**config.mk**
```make
export PLATFORM = sky130hd
export DESIGN_NAME = mp_wake_seq
export DESIGN_NICKNAME = d
export VERILOG_FILES = /design/src/rtl/mp_wake_pkg.sv /design/src/rtl/mp_wake_us_tick.sv /design/src/rtl/mp_wake_delay.sv /design/src/rtl/mp_wake_fsm.sv /design/src/rtl/mp_wake_seq.sv
export SDC_FILE = /design/constraint.sdc
export NUM_CORES = 1
export LEC_CHECK = 0
export BUFFER_PORTS_ARGS = -buffer_cell sky130_fd_sc_hd__buf_2
export CORE_ASPECT_RATIO = 0.8
export CORE_MARGIN = 2
export CORE_UTILIZATION = 60
export CTS_BUF_LIST = sky130_fd_sc_hd__clkbuf_8
export CTS_CLUSTER_SIZE = 30
export DETAILED_ROUTE_END_ITERATION = 12
export GPL_ROUTABILITY_DRIVEN = 0
export GPL_TIMING_DRIVEN = 1
export PLACE_DENSITY = 0.91
export SYNTH_ARGS = -nofsm -noshare
export SYNTH_HDL_FRONTEND = slang
export SYNTH_SLANG_ARGS = --single-unit
```
**constraint.sdc**
```tcl
create_clock -name clk_i -period 3.25 [get_ports clk_i]
set_input_delay 0.65 -clock clk_i [delete_from_list [all_inputs] [get_ports clk_i]]
set_output_delay 0.65 -clock clk_i [all_outputs]
set_load 0.005 [all_outputs]
```
**src/rtl/mp_wake_pkg.sv**
```systemverilog
package mp_wake_pkg;

  typedef enum logic [1:0] {
    CMD_NONE  = 2'b00,
    CMD_INIT  = 2'b01,
    CMD_START = 2'b10
  } cmd_e;

  localparam logic [1:0] SH_ALL_BUT_SELF = 2'b11;

  typedef enum logic [2:0] {
    S_IDLE   = 3'd0,
    S_INIT   = 3'd1,
    S_WLONG  = 3'd2,
    S_SIPI1  = 3'd3,
    S_WSHORT = 3'd4,
    S_SIPI2  = 3'd5
  } state_e;

endpackage

```
**src/rtl/mp_wake_us_tick.sv**
```systemverilog
module mp_wake_us_tick #(
  parameter int unsigned CYC_PER_US = 200
) (
  input  logic clk_i,
  input  logic rst_ni,
  input  logic run_i,
  output logic tick_o
);

  generate
    if (CYC_PER_US <= 1) begin : g_direct
      assign tick_o = run_i;
    end else begin : g_div
      localparam int unsigned PW = $clog2(CYC_PER_US);
      localparam logic [PW-1:0] LAST = PW'(CYC_PER_US - 1);
      logic [PW-1:0] cnt_q;

      always_ff @(posedge clk_i or negedge rst_ni) begin
        if (!rst_ni)         cnt_q <= '0;
        else if (!run_i)     cnt_q <= '0;
        else if (cnt_q == LAST) cnt_q <= '0;
        else                 cnt_q <= cnt_q + 1'b1;
      end

      assign tick_o = run_i && (cnt_q == LAST);

      a_r4_pre_idle_clear: assert property (@(posedge clk_i) disable iff (!rst_ni)
        !run_i |=> (cnt_q == '0))
        else $error("prescaler not cleared outside a pause");
    end
  endgenerate

endmodule

```
**src/rtl/mp_wake_delay.sv**
```systemverilog
module mp_wake_delay #(
  parameter int unsigned LONG_US  = 10000,
  parameter int unsigned SHORT_US = 200
) (
  input  logic clk_i,
  input  logic rst_ni,
  input  logic run_i,
  input  logic long_i,
  input  logic tick_i,
  output logic expire_o
);

  localparam int unsigned MAX_US = (LONG_US > SHORT_US) ? LONG_US : SHORT_US;
  localparam int unsigned CW     = $clog2(MAX_US + 1);
  localparam logic [CW-1:0] LONG_LAST  = CW'(LONG_US - 1);
  localparam logic [CW-1:0] SHORT_LAST = CW'(SHORT_US - 1);

  logic [CW-1:0] us_q;
  logic [CW-1:0] last;

  assign last     = long_i ? LONG_LAST : SHORT_LAST;
  assign expire_o = run_i && tick_i && (us_q == last);

  always_ff @(posedge clk_i or negedge rst_ni) begin
    if (!rst_ni)       us_q <= '0;
    else if (!run_i)   us_q <= '0;
    else if (tick_i)   us_q <= (us_q == last) ? '0 : us_q + 1'b1;
  end

  a_r4_us_in_range: assert property (@(posedge clk_i) disable iff (!rst_ni)
    run_i |-> (us_q <= last))
    else $error("microsecond count beyond pause length");

  a_r6_hold_without_tick: assert property (@(posedge clk_i) disable iff (!rst_ni)
    (run_i && !tick_i) |=> (!run_i || $stable(us_q)))
    else $error("microsecond count moved without a tick");

endmodule

```
**src/rtl/mp_wake_fsm.sv**
```systemverilog
module mp_wake_fsm
  import mp_wake_pkg::*;
(
  input  logic       clk_i,
  input  logic       rst_ni,
  input  logic       start_i,
  input  logic [7:0] vector_i,
  input  logic       cmd_ready_i,
  input  logic       expire_i,
  output logic       run_o,
  output logic       long_o,
  output logic       cmd_valid_o,
  output logic [1:0] cmd_type_o,
  output logic [7:0] cmd_vector_o,
  output logic       busy_o,
  output logic       done_o
);

  state_e     state_q, state_d;
  logic [7:0] vec_q;
  logic       done_q;
  logic       accept;

  assign accept = cmd_valid_o && cmd_ready_i;

  always_comb begin
    state_d = state_q;
    unique case (state_q)
      S_IDLE:   if (start_i)  state_d = S_INIT;
      S_INIT:   if (accept)   state_d = S_WLONG;
      S_WLONG:  if (expire_i) state_d = S_SIPI1;
      S_SIPI1:  if (accept)   state_d = S_WSHORT;
      S_WSHORT: if (expire_i) state_d = S_SIPI2;
      S_SIPI2:  if (accept)   state_d = S_IDLE;
      default:                state_d = S_IDLE;
    endcase
  end

  always_ff @(posedge clk_i or negedge rst_ni) begin
    if (!rst_ni) begin
      state_q <= S_IDLE;
      vec_q   <= '0;
      done_q  <= 1'b0;
    end else begin
      state_q <= state_d;
      done_q  <= (state_q == S_SIPI2) && accept;
      if (state_q == S_IDLE && start_i) vec_q <= vector_i;
    end
  end

  always_comb begin
    cmd_valid_o  = 1'b0;
    cmd_type_o   = CMD_NONE;
    cmd_vector_o = '0;
    unique case (state_q)
      S_INIT: begin
        cmd_valid_o = 1'b1;
        cmd_type_o  = CMD_INIT;
      end
      S_SIPI1, S_SIPI2: begin
        cmd_valid_o  = 1'b1;
        cmd_type_o   = CMD_START;
        cmd_vector_o = vec_q;
      end
      default: ;
    endcase
  end

  assign run_o  = (state_q == S_WLONG) || (state_q == S_WSHORT);
  assign long_o = (state_q == S_WLONG);
  assign busy_o = (state_q != S_IDLE);
  assign done_o = done_q;

  a_r2_start_offers_init: assert property (@(posedge clk_i) disable iff (!rst_ni)
    (!busy_o && start_i) |=> (cmd_valid_o && cmd_type_o == CMD_INIT && busy_o))
    else $error("start did not offer INIT");

  a_r3_hold_until_ready: assert property (@(posedge clk_i) disable iff (!rst_ni)
    (cmd_valid_o && !cmd_ready_i) |=>
      (cmd_valid_o && $stable(cmd_type_o) && $stable(cmd_vector_o)))
    else $error("command changed before acceptance");

  a_r11_drop_after_accept: assert property (@(posedge clk_i) disable iff (!rst_ni)
    accept |=> !cmd_valid_o)
    else $error("valid held after acceptance");

  a_r8_done_single: assert property (@(posedge clk_i) disable iff (!rst_ni)
    done_o |=> !done_o)
    else $error("done longer than one cycle");

  a_r8_done_idle: assert property (@(posedge clk_i) disable iff (!rst_ni)
    done_o |-> (!busy_o && !cmd_valid_o))
    else $error("done while busy");

  a_r9_start_ignored: assert property (@(posedge clk_i) disable iff (!rst_ni)
    (busy_o && !cmd_valid_o && !expire_i) |=> !cmd_valid_o)
    else $error("command appeared mid pause");

  a_r10_init_then_wait: assert property (@(posedge clk_i) disable iff (!rst_ni)
    (accept && cmd_type_o == CMD_INIT) |=> (run_o && long_o))
    else $error("INIT not followed by long pause");

endmodule

```
**src/rtl/mp_wake_seq.sv**
```systemverilog
module mp_wake_seq
  import mp_wake_pkg::*;
#(
  parameter int unsigned CYC_PER_US   = 200,
  parameter int unsigned INIT_WAIT_US = 10000,
  parameter int unsigned SIPI_WAIT_US = 200
) (
  input  logic       clk_i,
  input  logic       rst_ni,
  input  logic       start_i,
  input  logic [7:0] vector_i,
  output logic       cmd_valid_o,
  input  logic       cmd_ready_i,
  output logic [1:0] cmd_type_o,
  output logic [7:0] cmd_vector_o,
  output logic [1:0] cmd_shorthand_o,
  output logic       busy_o,
  output logic       done_o
);

  logic run, long_sel, tick, expire;

  mp_wake_us_tick #(.CYC_PER_US(CYC_PER_US)) u_tick (
    .clk_i (clk_i),
    .rst_ni(rst_ni),
    .run_i (run),
    .tick_o(tick)
  );

  mp_wake_delay #(.LONG_US(INIT_WAIT_US), .SHORT_US(SIPI_WAIT_US)) u_delay (
    .clk_i   (clk_i),
    .rst_ni  (rst_ni),
    .run_i   (run),
    .long_i  (long_sel),
    .tick_i  (tick),
    .expire_o(expire)
  );

  mp_wake_fsm u_fsm (
    .clk_i       (clk_i),
    .rst_ni      (rst_ni),
    .start_i     (start_i),
    .vector_i    (vector_i),
    .cmd_ready_i (cmd_ready_i),
    .expire_i    (expire),
    .run_o       (run),
    .long_o      (long_sel),
    .cmd_valid_o (cmd_valid_o),
    .cmd_type_o  (cmd_type_o),
    .cmd_vector_o(cmd_vector_o),
    .busy_o      (busy_o),
    .done_o      (done_o)
  );

  assign cmd_shorthand_o = SH_ALL_BUT_SELF;

endmodule

```
======== Yosys cells after proc, flatten, opt, wreduce, memory -nomap -nowiden ========
Cells that the tools add are included.
cells by class
  add/sub/neg operators ................... 2
  eq/ne operators ......................... 14
  mux-type cells .......................... 16
  reduce and logical (&&, ||, !) cells .... 12
operators with widths
  operator                                                                  number
  14-bit two-way mux                                                        4
  8-bit two-way mux                                                         3
  3-bit two-way mux                                                         6
  3-bit case mux with 6 select lines                                        1
  14-bit by 1-bit adder with 14-bit output (second input constant)          1
  14-bit == test                                                            1
  8-bit by 1-bit adder with 8-bit output (second input constant)            1
  8-bit == test (second input constant)                                     1
  2-bit inequality test (second input constant)                             4
  3-bit by 2-bit == test with 1-bit output (second input constant)          2
  3-bit == test (second input constant)                                     2
  1-bit logical AND                                                         6
  2-bit by 1-bit inequality test with 1-bit output (second input constant)  3
  6-bit AND reduction                                                       1
  2-bit case mux with 2 select lines                                        1
  3-bit by 1-bit == test with 1-bit output (second input constant)          1
  3-bit zero test                                                           1
  3-bit nonzero test                                                        1
  3-bit OR reduction                                                        1
  2-bit OR reduction                                                        1
  1-bit logical OR                                                          1
  1-bit two-way mux                                                         1
storage, ports and cells
  register bits after elaboration ......... 34
  bits of input ports ..................... 12
  output and inout port bits .............. 15

======== Logic depth before layout (Yosys ltp) ========
  word-level depth ........................ 7
  mapped depth ............................ 8
  gate-level depth less buffers ........... 6

======== By module ========
A second synthesis with hierarchy kept.
unflattened totals
  cell total of the unflattened synthesis .. 188
  area, all modules ....................... 1875.5 sq um
by module, submodules not included
  module           instances  cells an instance  area each (sq um)
  mp_wake_delay    1          92                 815.8
  mp_wake_fsm      1          53                 633.1
  mp_wake_us_tick  1          40                 407.9
  mp_wake_seq      1          3                  18.8

======== Worst setup path before layout ========
Ideal clock, no wire load.
  path kind ............................... register to register
  start ................................... reg u_delay.us_q[8]
  end ..................................... reg u_delay.us_q[3]
  setup time .............................. 0.137 ns
  data arrival time ....................... 1.681 ns
  data required time ...................... 3.113 ns
  slack ................................... 1.432 ns
  cell stages (with the launch flop) ...... 7
  buffers on the path ..................... 1
  cells stage by stage .................... dfrtp_1 > or4_1 > a2111oi_2 > o2111ai_1 > buf_2 > nand3_1 > a31oi_1
between the ends
  cells in the longest elaborated chain, start to end .. 4
ends and longest elaborated chain
  element                          RTL line             text
  from (decl)                      mp_wake_delay.sv:18  logic [CW-1:0] us_q;
  from (signal assigned)           mp_wake_delay.sv:27  else if (tick_i) us_q <= (us_q == last) ? '0 : us_q + 1'b1;
  14-bit == test                   mp_wake_delay.sv:27
  14-bit two-way mux (2 in a row)  mp_wake_delay.sv:27
  14-bit two-way mux               mp_wake_delay.sv:26  else if (!run_i) us_q <= '0;
No other way between the ends. The select of a mux whose other input is x is not followed.
A chain may end at the register's enable or synchronous reset.

======== Worst setup path in the final report ========
  start ................................... reg u_fsm.state_q[1]
  end ..................................... out cmd_valid_o
between the ends
  cells in the longest elaborated chain, start to end .. 3
  elaborated cells on any way between the ends .. 5
  those cells by class .................... eq/ne (3); mux (1); reduce/logical (1)
ends and longest elaborated chain
  element                                                                 RTL line           text
  from (decl)                                                             mp_wake_fsm.sv:19  state_e state_q, state_d;
  from (signal assigned)                                                  mp_wake_fsm.sv:45  state_q <= state_d;
  3-bit by 1-bit == test with 1-bit output, or another cell as far along  mp_wake_fsm.sv:55  unique case (state_q)
  3-bit OR reduction (no source line) (*)                                 -
  1-bit two-way mux (*)                                                   mp_wake_fsm.sv:55
  to (decl)                                                               mp_wake_seq.sv:12  output logic cmd_valid_o,
Mark *: on every way between the ends. The rest lies on a longest branch, timed or not.

==> results.md <==
* Min Clock Period, post-route at 2.484 ns
* Initial antenna violation count at 0
* Hold Fails Final Rpt at 0
* CTS sink cnt at 34
* Routed vias at 1426
* Clk_skew at 0.004349 ns
* Peak Freq at 402.6 MHz
* Area of the core at 2765 um^2
* Clock buffer depth at 2
* # setup viols final at 0
* Vias in the first global route at 1309
* Sw frac at 34.78%
* Synth Cell Area at 1757 um^2
* Final core utilization at 71.22%
* Via/cell ratio at 5.797
* CP Depth at 4
* CTS H-tree lvls at 2
* Worst setup SP type: flop
* Commonest cells after routing, fill and taps aside: dfrtp_1, buf_2, nor2_1, nand2_1, nand3_1
* Min-delay worst type: input pin to async pin
* Initial Utilization at 63.53%
* Comb power frac at 31.4%
* Total power at 0.001308 W
* Power density cells at 664.0 nW/um^2
* Initial drt markers at 28
* WS Path Type: flop to output port
* Antenna Nets Post-Route at 0
* Sequential share of the synthesized area at 48.43%
* All-Layer GR Usage at 22.54%
* Total Wirelength at 3475 um
* Post-Syn Instances at 185
* Ant. Diodes at 0
* Internal power at 0.0008529 W
* Post-Syn Area per Cell at 9.496 um^2
* Cell variety after synth at 38
* Req. time, crit path at 2.60 ns
* CP Capture Type: output port
* Clock network power share at 23.4%
* Worst r2r path cells at 5
* Port Buf Inserts at 24
* Commonest non-fill, non-tap cell in the layout: dfrtp_1
* Placement-stage cell area at 1878 um^2
* Worst Max-Slew Pin Slew at 0.9044 ns
* Setup TNS at 0 ns
* Die area at 3379 um^2
* Largest net degree at the start of global routing at 35
* Root Driver: clkbuf_8
* #FFs+latches synth at 34
* Outcome: complete, no violations
* DRT Pass-1 Iters at 4
* Setup bufs post-CTS at 0
* Die height at 52.40 um
* Total CTS buffers at 5
* Final instance area at 1969 um^2
* Fin nets at 221
* Psw at 0.0004549 W
* RSZ-0062 raised after global routing: false
* Reg clk slew, reported paths at 0.07 ns
* Row cnt at 17
* Slowest CP cell: dfrtp_1
* Slowest Stage Delay on Critical Path at 0.59 ns
* Max-Cap Viols at 0
* First-pass GRT wire length at 5706 um
* Io pins at 27
* R2r setup slk at 0.93 ns
* Clock latency on the worst-skew pair at 0.28 ns
* Die W at 64.50 um
* Largest fanout on the critical path at 12
* Synth warnings at 0
* R2R Path Start: u_fsm.state_q[0]$_DFFE_PN0P_
* Seq pwr share at 45.2%
* WL/cell at 14.13 um
* CTS Hold Bufs at 0
* Worst path cell trace: xor2_1 > and2_1 > or2_2 > buf_2
* Post-DP HPWL at 2540 um
* DRC viols at 0
* Share of post-route cells with drive strength above 1 at 18.75%
* Delay-heaviest family, CP: flip-flops
* CTS tree: built
* Cts repair resizes at 0
* Worst Path Buf+Inv at 1
* P_leak at 0.8973 nW
* Fin. max-slew vios at 0
* VDD IR-drop max at 0.0004246 V
* GRT overflow at 0
* Worst Path Arrival at 1.83 ns
* Period Utilization, post-route at 76.44%
* Slew headroom at 39.64%
* RR Endpoint: u_delay.us_q[8]$_DFFE_PN0P_
* Syn-to-layout area delta at 12.11%
==> Yosys cell counts <==
cell	instances	share of area (%)
nor3_1	6	1.7
dfrtp_1	34	48
nor4_1	1	0.36
and3_1	11	3.9
nor2_2	1	0.36
or4_1	2	0.85
o21ai_1	1	0.28
nand2b_1	3	1.1
or3_1	5	1.8
nor4bb_1	1	0.57
buf_4	2	0.85
mux2_1	5	3.2
o2111ai_1	1	0.50
clkbuf_1	4	0.85
nand2_1	20	4.3
a21oi_1	8	2.3
nor3b_1	2	0.85
or2_2	2	0.71
a311oi_1	2	1.0
inv_1	2	0.43
nor4_2	1	0.71
ha_1	2	1.4
conb_1	1	0.21
buf_2	4	1.1
nand3_1	14	4.0
o21ai_0	1	0.28
xor2_1	9	4.5
mux2_2	3	1.9
and4_1	1	0.50
and2_1	1	0.36
o311ai_0	1	0.50
a2111oi_2	1	0.85
nor2b_1	1	0.36
nor2_1	20	4.3
nand4_1	3	1.1
a31oi_1	5	1.8
xnor2_1	3	1.5
o22ai_1	1	0.36
==> flip-flops by register name (all words and copies together), names as in the netlist <==
| name | flops |
|---|---|
| u_fsm.vec_q | 8 |
| u_delay.us_q | 14 |
| u_fsm.state_q | 3 |
| u_tick.g_div.cnt_q | 8 |
| u_fsm.done_o | 1 |
==> worst max path at each step <==
| stage | startpoint | to | slack, ns |
|---|---|---|---|
| floorplan | u_delay.us_q[8]$_DFFE_PN0P_ | u_delay.us_q[3]$_DFFE_PN0P_ | 1.43 |
| global placement | u_fsm.state_q[1]$_DFFE_PN0P_ | u_tick.g_div.cnt_q[7]$_DFF_PN0_ | 1.16 |
| detailed placement | u_fsm.state_q[0]$_DFFE_PN0P_ | u_delay.us_q[8]$_DFFE_PN0P_ | 0.99 |
| CTS | u_fsm.state_q[1]$_DFFE_PN0P_ | cmd_valid_o | 0.77 |
| global route | u_fsm.state_q[1]$_DFFE_PN0P_ | cmd_valid_o | 0.64 |
| finish | u_fsm.state_q[1]$_DFFE_PN0P_ | cmd_valid_o | 0.77 |
==> metal layers <==
layer  wire, um  track usage (%)
met1       1501            27.21
met2       1801            40.28
met3        163            5.161
met4          9            7.801
met5          0                0
==> per-stage QoR <==
stage	hold slack (ns)	std cells	setup WS (ns)
3_3_place_gp	0.4397	238	1.162
3_5_place_dp	0.4444	238	0.9901
4_1_cts	0.4442	246	0.7716
6_report	0.4264	246	0.7658
5_1_grt	0.4673	246	0.6387
2_1_floorplan	0.3544	186	1.432
==> cell type report <==
class                           instances  area (um^2)
Tap cell                               38        47.55
Inverter                                2        7.507
Multi-Input combinational cell        140        852.1
Timing Repair Buffer                   24        120.1
Fill cell                             208        795.8
Clock buffer                            6        82.58
Sequential cell                        34        850.8
Clock inverter                          2        8.758
==> logic make-up (layout without fill, tap and decap cells) <==
family	Yosys count	in the layout	synth area share (%)
buffers and inverters	12	34	3.276
XOR/XNOR	12	12	5.983
adder cells (fa/ha/maj)	2	2	1.424
AND/OR/NAND/NOR	95	95	27.71
AO/OA/AOI/OAI	21	21	7.835
flip-flops	34	34	48.43
other	1	2	0.2135
multiplexers	8	8	5.128
==> power groups by stage <==
stage	registers [W]	logic [W]	clock network, W
detailed placement	0.000597	0.000413	0
CTS	0.000590	0.000415	0.000316
global route	0.000602	0.000457	0.000335
finish	0.000591	0.000411	0.000306
floorplan	0.000545	0.000323	0
global placement	0.000586	0.000389	0
(Power assumes the default switching activity.)
